### src/rtl/pit_pkg.sv
`timescale 1ns/1ps
package pit_pkg;
  localparam int PRE_W    = 4;
  localparam int BIT_EN   = 0;
  localparam int BIT_RLD  = 1;
  localparam int BIT_FLAG = 2;
  localparam int BIT_IE   = 3;
  localparam int BIT_OVW  = 4;
  localparam int PRE_LSB  = 8;

  typedef enum logic [1:0] {
    SEL_CTRL = 2'd0,
    SEL_MOD  = 2'd1,
    SEL_CNT  = 2'd2,
    SEL_NONE = 2'd3
  } reg_sel_e;

  typedef struct packed {
    logic [PRE_W-1:0] pre;
    logic             ovw;
    logic             ie;
    logic             flag;
    logic             rld;
    logic             en;
  } ctrl_t;
endpackage

### src/rtl/pit_prescaler.sv
`timescale 1ns/1ps
module pit_prescaler #(
  parameter int PRE_W = 4
) (
  input  logic             clk,
  input  logic             rst_n,
  input  logic             en,
  input  logic             clear,
  input  logic [PRE_W-1:0] pre,
  output logic             tick
);
  localparam int PC_W = 1 << PRE_W;

  logic [PC_W-1:0] phase_q;
  logic [PC_W-1:0] last;

  // last phase value = 2^(pre+1) - 1
  always_comb begin
    last = {PC_W{1'b1}} >> (PC_W - 1 - int'(pre));
    tick = en && (phase_q == last);
  end

  always_ff @(posedge clk or negedge rst_n) begin
    if (!rst_n) begin
      phase_q <= '0;
    end else if (clear) begin
      phase_q <= '0;
    end else if (en) begin
      if (tick) phase_q <= '0;
      else      phase_q <= phase_q + 1'b1;
    end
  end
endmodule

### src/rtl/pit_counter.sv
`timescale 1ns/1ps
module pit_counter #(
  parameter int CNT_W = 16
) (
  input  logic             clk,
  input  logic             rst_n,
  input  logic             tick,
  input  logic             rld,
  input  logic [CNT_W-1:0] modulus,
  input  logic             restart,
  input  logic [CNT_W-1:0] restart_val,
  input  logic             load,
  input  logic [CNT_W-1:0] load_val,
  output logic [CNT_W-1:0] count,
  output logic             terminal
);
  logic [CNT_W-1:0] count_q;

  assign terminal = tick && (count_q == '0) && !restart && !load;
  assign count    = count_q;

  always_ff @(posedge clk or negedge rst_n) begin
    if (!rst_n) begin
      count_q <= '1;
    end else if (restart) begin
      count_q <= restart_val;
    end else if (load) begin
      count_q <= load_val;
    end else if (tick) begin
      if (count_q == '0) count_q <= rld ? modulus : '1;
      else               count_q <= count_q - 1'b1;
    end
  end
endmodule

### src/rtl/pit_regs.sv
`timescale 1ns/1ps
module pit_regs
  import pit_pkg::*;
#(
  parameter int CNT_W = 16
) (
  input  logic             clk,
  input  logic             rst_n,
  input  logic             wr,
  input  reg_sel_e         sel,
  input  logic [CNT_W-1:0] wdata,
  input  logic             terminal,
  output ctrl_t            ctrl,
  output logic [CNT_W-1:0] modulus,
  output logic             restart,
  output logic [CNT_W-1:0] restart_val,
  output logic             load
);
  ctrl_t            cfg_q;
  logic [CNT_W-1:0] mod_q;
  logic             wr_ctrl;
  logic             wr_mod;
  logic             cfg_change;
  logic             unused_wbits;

  assign unused_wbits = ^{wdata[CNT_W-1:PRE_LSB+PRE_W], wdata[PRE_LSB-1:BIT_OVW+1]};

  assign wr_ctrl = wr && (sel == SEL_CTRL);
  assign wr_mod  = wr && (sel == SEL_MOD);

  assign cfg_change = (wdata[BIT_EN]  != cfg_q.en)  ||
                      (wdata[BIT_RLD] != cfg_q.rld) ||
                      (wdata[BIT_OVW] != cfg_q.ovw) ||
                      (wdata[PRE_LSB +: PRE_W] != cfg_q.pre);

  assign restart     = wr_ctrl && cfg_change;
  assign restart_val = wdata[BIT_RLD] ? mod_q : '1;
  assign load        = wr_mod && cfg_q.ovw;

  assign ctrl    = cfg_q;
  assign modulus = mod_q;

  always_ff @(posedge clk or negedge rst_n) begin
    if (!rst_n) begin
      cfg_q <= '0;
      mod_q <= '0;
    end else begin
      if (wr_ctrl) begin
        cfg_q.en  <= wdata[BIT_EN];
        cfg_q.rld <= wdata[BIT_RLD];
        cfg_q.ie  <= wdata[BIT_IE];
        cfg_q.ovw <= wdata[BIT_OVW];
        cfg_q.pre <= wdata[PRE_LSB +: PRE_W];
      end
      if (wr_mod) mod_q <= wdata;
      if (terminal)
        cfg_q.flag <= 1'b1;
      else if ((wr_ctrl && wdata[BIT_FLAG]) || wr_mod)
        cfg_q.flag <= 1'b0;
    end
  end
endmodule

### src/rtl/pit_timer.sv
`timescale 1ns/1ps
module pit_timer
  import pit_pkg::*;
#(
  parameter int CNT_W  = 16,
  parameter int ADDR_W = 3
) (
  input  logic              clk,
  input  logic              rst_n,
  input  logic              bus_wr,
  input  logic [ADDR_W-1:0] bus_addr,
  input  logic [CNT_W-1:0]  bus_wdata,
  output logic [CNT_W-1:0]  bus_rdata,
  output logic              irq
);
  reg_sel_e         sel;
  ctrl_t            cfg;
  logic [CNT_W-1:0] modulus;
  logic [CNT_W-1:0] count;
  logic [CNT_W-1:0] restart_val;
  logic             restart;
  logic             load;
  logic             tick;
  logic             terminal;
  logic             unused_hi_addr;

  assign unused_hi_addr = ^bus_addr[ADDR_W-1:2] ^ 1'b0;

  always_comb begin
    if (bus_addr[0]) sel = SEL_NONE;
    else             sel = reg_sel_e'(bus_addr[2:1]);
  end

  pit_regs #(.CNT_W(CNT_W)) u_regs (
    .clk(clk), .rst_n(rst_n), .wr(bus_wr), .sel(sel), .wdata(bus_wdata),
    .terminal(terminal), .ctrl(cfg), .modulus(modulus), .restart(restart),
    .restart_val(restart_val), .load(load)
  );

  pit_prescaler #(.PRE_W(PRE_W)) u_pre (
    .clk(clk), .rst_n(rst_n), .en(cfg.en), .clear(restart || load),
    .pre(cfg.pre), .tick(tick)
  );

  pit_counter #(.CNT_W(CNT_W)) u_cnt (
    .clk(clk), .rst_n(rst_n), .tick(tick), .rld(cfg.rld), .modulus(modulus),
    .restart(restart), .restart_val(restart_val), .load(load),
    .load_val(bus_wdata), .count(count), .terminal(terminal)
  );

  always_comb begin
    bus_rdata = '0;
    case (sel)
      SEL_CTRL: begin
        bus_rdata[BIT_EN]            = cfg.en;
        bus_rdata[BIT_RLD]           = cfg.rld;
        bus_rdata[BIT_FLAG]          = cfg.flag;
        bus_rdata[BIT_IE]            = cfg.ie;
        bus_rdata[BIT_OVW]           = cfg.ovw;
        bus_rdata[PRE_LSB +: PRE_W]  = cfg.pre;
      end
      SEL_MOD:  bus_rdata = modulus;
      SEL_CNT:  bus_rdata = count;
      default:  bus_rdata = '0;
    endcase
  end

  assign irq = cfg.ie & cfg.flag;
endmodule

### config.mk
export PLATFORM = sky130hd
export DESIGN_NAME = pit_timer
export DESIGN_NICKNAME = d
export VERILOG_FILES = /design/src/rtl/pit_pkg.sv /design/src/rtl/pit_prescaler.sv /design/src/rtl/pit_counter.sv /design/src/rtl/pit_regs.sv /design/src/rtl/pit_timer.sv
export SDC_FILE = /design/constraint.sdc
export NUM_CORES = 1
export LEC_CHECK = 0
export CORE_MARGIN = 8
export CORE_UTILIZATION = 40
export CTS_CLUSTER_SIZE = 14
export DETAILED_ROUTE_END_ITERATION = 7
export SYNTH_ARGS = -nofsm -noshare
export SYNTH_HDL_FRONTEND = slang
export SYNTH_SLANG_ARGS = --single-unit
### constraint.sdc
create_clock -name clk -period 2.2 [get_ports clk]
set_clock_uncertainty 0.05 [all_clocks]
set_input_delay 0.33 -clock clk [delete_from_list [all_inputs] [get_ports clk]]
set_output_delay 0.33 -clock clk [all_outputs]
set_load 0.03 [all_outputs]
==> flow_summary.ini, run 1 <==
[layout]
fin_area_sq_um = 5790
finalNetCount = 587
drive_above_1_share_pct = 42.6
diodes = 0
fin_util_pct = 56.6
syn_to_final_growth_pct = 39.1

[drt]
drc = 0
routed_wl_microns = 13300
ant_nets = 0
wl_per_cell_microns = 19.0
via_count = 3986
first_iter_violations = 347
vias_per_cell = 5.70
firstDrtPassIters = 6

[power]
p_seq_share_pct = 35.6
vdd_ir_drop_max_mv = 0.430
p_int_mw = 3.10
swShare_pct = 37.3
pwr-share-clk_pct = 19.9
combPwrFrac_pct = 44.5
netSwitchingPower_mw = 1.84
total_power_mw = 4.94
powerDensity_nw_per_um2 = 853
p_leak_nw = 2.42

[worst_setup_path]
worstSetupStartpointType = flop
path_max_fanout = 6
required_ns = 2.42
slowest_stage = dfrtp_2
critPathMaxStageDelay_ns = 0.45
path_cells = buf_6, a2111oi_2, a221oi_1, nor4_4, nand4b_4, nand2_4, buf_12, mux2_4
arrival_ns = 2.45
end_kind = flop
critPathKind = flop to flop

[yosys]
syn_nets = 466
synth_edf_count = 0
avgSynthCellArea_sq_um = 9.53
syn_inst = 437
synth_compound_area_share_pct = 20.3
yosysWarningCount = 0
synth_seq_cells = 57
synthAdderAreaFrac_pct = 2.58
synthesis.area_sq_um = 4160
yosys.area_share.xor_xnor_pct = 5.89
yosys.area_share.simple_pct = 18.3
synth_seq_area_share_pct = 34.7
synth_top_family_by_area = compound AO/OA/AOI/OAI gates
synth_cell_type_count = 74
ys_async_sr_fraction_pct = 100
synthMuxAreaShare_pct = 11.2
yosys_most_used_dff = dfrtp_1

[global_route]
grt_pass1_vias = 4061
overflow = 0
grt_max_degree = 38
grt_pass1_wl_microns = 21600
grt_usage_pct = 19.2
antenna_found_initial = 0

[place]
io_buffers = 38
placed_cell_area_sq_um = 5210
place_ws_ns = -0.407
hpwl_microns = 9530
gp_congestion = 0.900

[sta]
period_share_pct = 102
max_freq_mhz = 447
slew_headroom_pct = 64.6
maxSlewViolCount = 0
rsz0062_at_grt = true
setup_ws_ns = -0.0355
setup_violations = 12
finalHoldViolCount = 0
tightestPinTransition_ns = 0.531
final_period_minus_worst_setup_slack_ns = 2.24

[clock_tree]
cts.sinks = 57
insertion_delay_ns = 0.35
cts_buffer_depth = 2
root_buffer = clkbuf_8
cts.htree.levels = 3
clk_pin_slew_worst_paths_ns = 0.07
cts_tree = done
cts_made_buffers = 9

[floorplanning]
die_w_microns = 118
die_area_sq_um = 13900
row_count = 37
core-area_sq_um = 10200
ios = 39
start_util_pct = 40.7
die_y_microns = 118

[run_status]
outcome = finished, violations left
failed_checks = setup timing

[min_path]
hold_path.class = input port to asynchronous set/reset pin

[run]
drv_cap = 0
## registers in the layout (all words and copies together), names as in the netlist
register / cells
u_regs.ctrl: 9
u_cnt.count: 16
u_regs.modulus: 16
u_pre.phase_q: 16
## layer usage
layer	track usage, %	vias up	routed length, microns
met3	3.98	20	841
li1	-	1853	-
met4	8.01	0	341
met5	0	-	0
met2	28.5	147	5900
met1	26.6	1966	6180
## cell usage after synthesis (4+ instances only)
master / count / area [sq um]
buf_2: 6 / 30.0
a211oi_1: 8 / 60.1
o21ai_0: 10 / 50.1
inv_1: 19 / 71.3
nor2b_1: 8 / 50.1
a22oi_1: 7 / 52.6
clkbuf_1: 10 / 37.5
nand2_1: 21 / 78.8
xnor2_1: 23 / 201
a222oi_1: 9 / 90.1
nor2_1: 55 / 206
nor3_1: 7 / 35.0
nand3_1: 13 / 65.1
buf_6: 6 / 67.6
o22ai_1: 4 / 25.0
nor4_1: 4 / 25.0
dfrtp_1: 41 / 1030
xor2_1: 5 / 43.8
ha_1: 7 / 87.6
a31oi_1: 12 / 75.1
a21oi_1: 23 / 115
buf_4: 4 / 30.0
a311oi_1: 4 / 35.0
mux2_2: 24 / 270
mux2_4: 11 / 165
and3_1: 4 / 25.0
dfstp_2: 16 / 420
## cell families after synthesis
logic type / Yosys count
multiplexers: 38
buffers and inverters: 49
adder cells (fa/ha/maj): 9
XOR/XNOR: 28
AND/OR/NAND/NOR: 142
flip-flops: 57
AO/OA/AOI/OAI: 114
## through the flow
step / setup TNS (ns) / hold slack, ns / instances
after floorplan: 0 / -0.0156 / 437
after global placement: -15.58 / 0.293 / 671
after detailed placement: -17.84 / 0.291 / 671
after CTS: -0.428 / 0.450 / 695
after global routing: -2.37 / 0.475 / 699
final: -0.356 / 0.444 / 699
## layout by cell type, fill, tap and decap left out, drive strengths merged, types with 8 or more instances in the layout
master	netlist	layout
buf	20	118
nor2	56	56
dfrtp	41	41
mux2	35	35
xnor2	23	23
a21oi	23	23
nand2	22	22
inv	19	19
clkdlybuf4s50	0	18
dfstp	16	16
clkbuf	10	15
nand3	13	13
a31oi	12	12
o21ai	11	11
a211oi	11	11
a222oi	9	9
nor4	9	9
nor2b	8	8
## layout make-up
class,instances,area (sq um)
sequential,57,1450
clock buffer,13,149
timing repair buffer,140,1250
multi-input combinational,331,2660
inverter,19,73.8
clock inverter,3,40.0
fill,914,4440
tap,136,170
## power by group through the flow
stage / logic [mW] / clock network, mW / registers, mW
2_1_floorplan: 1.30 / 0 / 1.66
3_3_place_gp: 1.90 / 0 / 1.75
3_5_place_dp: 1.93 / 0 / 1.76
4_1_cts: 2.06 / 1.02 / 1.74
5_1_grt: 2.38 / 1.07 / 1.79
6_report: 2.20 / 0.984 / 1.76
## worst max-delay path, delay by kind of cell, from the launching register on
family                 cells  cell delay, ns
DFF                        1            0.45
buffers and inverters      2            0.30
and+or+nand+nor            3            0.55
AOI/OAI and AO/OA          2            0.52
muxes                      1            0.30
## final timing paths
path / start / endpoint / slack, ns / depth (start not counted)
worst max-delay path: u_regs.ctrl[6] / u_cnt.count[3] / -0.04 / 8
worst min-delay path: rst_n / u_regs.ctrl[4] / 0.44 / 2
worst max register to register: u_regs.ctrl[6] / u_cnt.count[3] / -0.04 / 8
worst min register to register: u_cnt.count[5] / u_cnt.count[5] / 0.48 / 2
max in group asynchronous: rst_n / u_cnt.count[8] / 1.01 / 3
min in group clk: u_cnt.count[5] / u_cnt.count[5] / 0.48 / 2
## what timing repair did
action | CTS | global route
pin swaps | 14 | 11
hold endpoints to repair | 12 | 0
gates resized for setup | 44 | 35
gates cloned | 1 | 0
buffers inserted | 6 | 5
hold buffers | 1 | 0
setup endpoints to repair | 47 | 41
Note: power is estimated with default switching activity, not from simulation.
==> inputs of run 2 (changes only) <==
Settings changed: CORE_MARGIN 8 to 2, SLEW_MARGIN set to 20.
==> flow_summary.ini, run 2 (synthesized netlist as in run 1, its figures left out) <==
[run_status]
outcome = finished, violations left
failed_checks = setup timing

[power]
combPwrFrac_pct = 45.9
p_int_mw = 3.28
p_leak_nw = 2.50
p_seq_share_pct = 33.0
pwr-share-clk_pct = 21.1
powerDensity_nw_per_um2 = 844
netSwitchingPower_mw = 1.87
vdd_ir_drop_max_mv = 0.375
total_power_mw = 5.15
swShare_pct = 36.3

[floorplanning]
die_area_sq_um = 11200
start_util_pct = 40.7
die_y_microns = 106
core-area_sq_um = 10200
row_count = 37
die_w_microns = 106
ios = 39

[worst_setup_path]
worstSetupStartpointType = flop
critPathKind = flop to flop
path_depth = 9
critPathMaxStageDelay_ns = 0.40
rr_worst_depth = 9
end_kind = flop
timing.critical_path.buf_inv = 2
required_ns = 2.42
path_cells = buf_6, nor2_1, a311oi_1, o22ai_1, a211oi_2, nand4b_4, nand2_4, buf_12, mux2_4
arrival_ns = 2.51
crit_family = compound AO/OA/AOI/OAI gates
path_max_fanout = 6
slowest_stage = dfrtp_2

[sta]
tightestPinTransition_ns = 0.461
hold_slack_ns = 0.465
maxSlewViolCount = 0
final_period_minus_worst_setup_slack_ns = 2.29
tns_ns = -0.916
max_freq_mhz = 438
setup_violations = 20
slew_headroom_pct = 69.3
rsz0062_at_grt = true
period_share_pct = 104
finalHoldViolCount = 0
setup_ws_ns = -0.0856

[drt]
firstDrtPassIters = 6
via_count = 4134
wl_per_cell_microns = 18.9
ant_nets = 0
first_iter_violations = 281
drc = 0
vias_per_cell = 5.77
routed_wl_microns = 13500

[global_route]
grt_pass1_wl_microns = 21100
antenna_found_initial = 0
grt_pass1_vias = 4100
grt_max_degree = 58
grt_usage_pct = 24.0
overflow = 0

[clock_tree]
cts.htree.levels = 3
cts_made_buffers = 9
cts.sinks = 57
cts_tree = done
clk_pin_slew_worst_paths_ns = 0.08
root_buffer = clkbuf_8
cts_buffer_depth = 2
insertion_delay_ns = 0.35

[layout]
diodes = 0
multiInputGateArea_sq_um = 2790
regArea_sq_um = 1450
finalNetCount = 605
final_common_cell = buf_4
layout_common_cells = buf_4, dfrtp_1, nor2_1
drive_above_1_share_pct = 48.5
fillers = 856
syn_to_final_growth_pct = 46.5

[run]
drv_cap = 0

[place]
io_buffers = 38
hpwl_microns = 9220
place_ws_ns = -0.515
gp_congestion = 0.879

[min_path]
hold_path.class = input port to asynchronous set/reset pin
==> run 2: cell types whose count changed in the layout (fill, tap and decap cells not counted), sizes merged <==
cell    before  now
buf        118  135
bufinv       1    2
==> run 2: metrics by stage <==
step                      cell area, sq um  cells  utilization, %
final                                 6100    717            59.6
after global routing                  6100    717            59.6
after CTS                             5770    703            56.4
after detailed placement              5280    680            51.6
after global placement                5280    680            51.6
after floorplan                       4200    437               -
==> run 2: cell type report <==
| class | instances | share of cell area [%] |
|---|---|---|
| Clock buffer | 12 | 2.22 |
| Sequential cell | 57 | 23.8 |
| Tap cell | 136 | 2.79 |
| Multi-Input combinational cell | 331 | 45.7 |
| Timing Repair Buffer | 158 | 23.1 |
| Clock inverter | 4 | 1.15 |
| Inverter | 19 | 1.25 |
==> run 2: power groups by stage <==
stage	sequential, mW	combinational (mW)	clock, mW
detailed placement	1.71	2.03	0
global route	1.74	2.54	1.15
global placement	1.70	1.99	0
floorplan	1.66	1.30	0
finish	1.70	2.36	1.09
CTS	1.70	2.15	1.10
==> run 2: what timing repair did <==
item / in CTS / in global routing
gates cloned: 2 / 0
buffers inserted: 5 / 15
setup endpoints to repair: 46 / 40
resized for setup: 53 / 63
hold buffers: 1 / 0
hold endpoints to repair: 41 / 0
pin swaps: 20 / 26
==> run 2: worst register-to-register path: stages (launching register included) <==
cell      delay [ns]
dfrtp_2         0.40
buf_6           0.12
nor2_1          0.06
a311oi_1        0.34
o22ai_1         0.16
a211oi_2        0.30
nand4b_4        0.18
nand2_4         0.16
buf_12          0.15
mux2_4          0.30
==> run 2: final timing paths <==
check / start / endpoint / slack (ns)
max: u_regs.ctrl[6] / u_cnt.count[2] / -0.09
min: rst_n / u_regs.modulus[6] / 0.47
max reg2reg: u_regs.ctrl[6] / u_cnt.count[2] / -0.09
min reg2reg: u_cnt.count[1] / u_cnt.count[1] / 0.48
max in group asynchronous: rst_n / u_cnt.count[11] / 1.31
min in group clk: u_cnt.count[1] / u_cnt.count[1] / 0.48
==> run 2: routing by layer <==
metal  GRT usage (%)  part of all wire, %  vias to the layer above
met2            36.5                   47                      174
li1                -                    -                     1896
met3            3.37                  6.3                       27
met5               0                    0                        -
met4            8.83                  2.1                        0
met1            34.5                   45                     2037
==> inputs of run 3 (changes only) <==
Settings changed: CTS_BUF_LIST set to sky130_fd_sc_hd__clkbuf_4.
==> flow_summary.ini, run 3 (synthesized netlist as in run 1, its figures left out) <==
[worst_setup_path]
path_cells = buf_6, buf_6, nor4_4, o22ai_1, a211oi_2, nand4b_4, nand2_4, buf_12, mux2_4
rr_startpoint = u_regs.ctrl[8]
end_kind = flop
required_ns = 2.50
worst_path_most_repeated_cell = buf_6
slowest_stage = dfrtp_1
critPathMaxStageDelay_ns = 0.45
arrival_ns = 2.62
path_max_fanout = 6
critPathKind = flop to flop
crit_family = simple AND/OR/NAND/NOR gates
rr_endpoint = u_cnt.count[3]
timing.critical_path.buf_inv = 3
rr_worst_depth = 9
ff2ff_setup_slack_ns = -0.12
worstSetupStartpointType = flop

[layout]
drive_above_1_share_pct = 49.7
syn_to_final_growth_pct = 47.0
finalNetCount = 604
fin_area_sq_um = 6120
diodes = 0
fin_util_pct = 59.8
final_common_cell = buf_4
layout_common_cells = buf_4, dfrtp_1, nor2_1
final_cells = 716

[drt]
route.met2.wl_microns = 6260
wl_met3_microns = 873
first_iter_violations = 315
drc = 0
ant_nets = 0
routed_wl_microns = 13500
via_count = 4091
wl_per_cell_microns = 18.9
firstDrtPassIters = 5
vias_per_cell = 5.71
drt-met1-wl_microns = 6120
top_layer_used = met4

[clock_tree]
cts_buffer_depth = 2
insertion_delay_ns = 0.43
cts_made_buffers = 9
root_buffer = clkbuf_4
cts.sinks = 57
clk_pin_slew_worst_paths_ns = 0.10
cts_tree = done
cts.htree.levels = 3

[place]
placed_cell_area_sq_um = 5280
gp_congestion = 0.879
io_buffers = 38
placedCellCount = 680
hpwl_microns = 9220
place_ws_ns = -0.515

[global_route]
grt_pass1_vias = 4133
antenna_found_initial = 0
grt_usage_pct = 24.3
grt_max_degree = 58
grt_pass1_wl_microns = 21400
overflow = 0

[floorplanning]
die_area_sq_um = 11200
start_util_pct = 40.7
die_y_microns = 106
die_w_microns = 106
row_count = 37
core-area_sq_um = 10200
ios = 39

[run]
drv_cap = 0

[sta]
maxSlewViolCount = 0
final_period_minus_worst_setup_slack_ns = 2.32
tns_ns = -1.69
setup_violations = 28
setup_ws_ns = -0.121
finalHoldViolCount = 0
tightestPinTransition_ns = 0.447
hold_slack_ns = 0.389
rsz0062_at_grt = true
period_share_pct = 105
max_freq_mhz = 431
slew_headroom_pct = 70.2

[power]
p_leak_nw = 2.49
powerDensity_nw_per_um2 = 829
total_power_mw = 5.07
vdd_ir_drop_max_mv = 0.383

[run_status]
failed_checks = setup timing
outcome = finished, violations left

[min_path]
hold_path.class = input port to asynchronous set/reset pin
==> run 3: cell types whose count changed in the layout (fill, tap and decap cells not counted), sizes merged <==
| cell | previous run | this run |
|---|---|---|
| buf | 135 | 134 |
| clkbuf | 15 | 14 |
| clkdlybuf4s15 | 1 | 2 |
==> run 3: layout make-up <==
type / instances / area [sq um]
Clock buffer: 12 / 90.1
Clock inverter: 4 / 70.1
Fill cell: 850 / 4110
Inverter: 19 / 76.3
Multi-Input combinational cell: 331 / 2830
Sequential cell: 57 / 1450
Tap cell: 136 / 170
Timing Repair Buffer: 157 / 1440
==> run 3: worst min-delay path, delay by kind of cell <==
kind / cells / cell delay (ns)
buffers and inverters: 3 / 0.92
==> run 3: worst max path at each step <==
| stage | start | to | depth (start not counted) |
|---|---|---|---|
| floorplan | bus_addr[0] | u_cnt.count[13] | 11 |
| global placement | bus_addr[0] | u_pre.phase_q[11] | 11 |
| detailed placement | bus_addr[0] | u_cnt.count[15] | 11 |
| CTS | u_regs.ctrl[6] | u_cnt.count[0] | 9 |
| global route | u_regs.ctrl[8] | u_cnt.count[12] | 9 |
| finish | u_regs.ctrl[8] | u_cnt.count[3] | 9 |
==> run 3: what timing repair did <==
| item | in CTS | in global routing |
|---|---|---|
| pin swaps | 24 | 28 |
| buffers inserted | 6 | 12 |
| setup endpoints to repair | 46 | 40 |
| gates cloned | 2 | 1 |
| hold endpoints to repair | 41 | 0 |
| hold buffers | 1 | 0 |
| resized for setup | 58 | 67 |
==> run 3: metal layers <==
layer  vias up  global-route usage, %
li1       1889                      -
met1      2007                   34.8
met2       171                   37.4
met3        24                   3.80
met4         0                   8.18
met5         -                      0
==> run 3: report_power, final <==
group          leakage [nW]  switching, mW  internal (mW)
clock network        0.0913          0.434          0.496
logic                  1.71           1.14           1.29
registers             0.685          0.317           1.39
total                  2.49           1.89           3.18
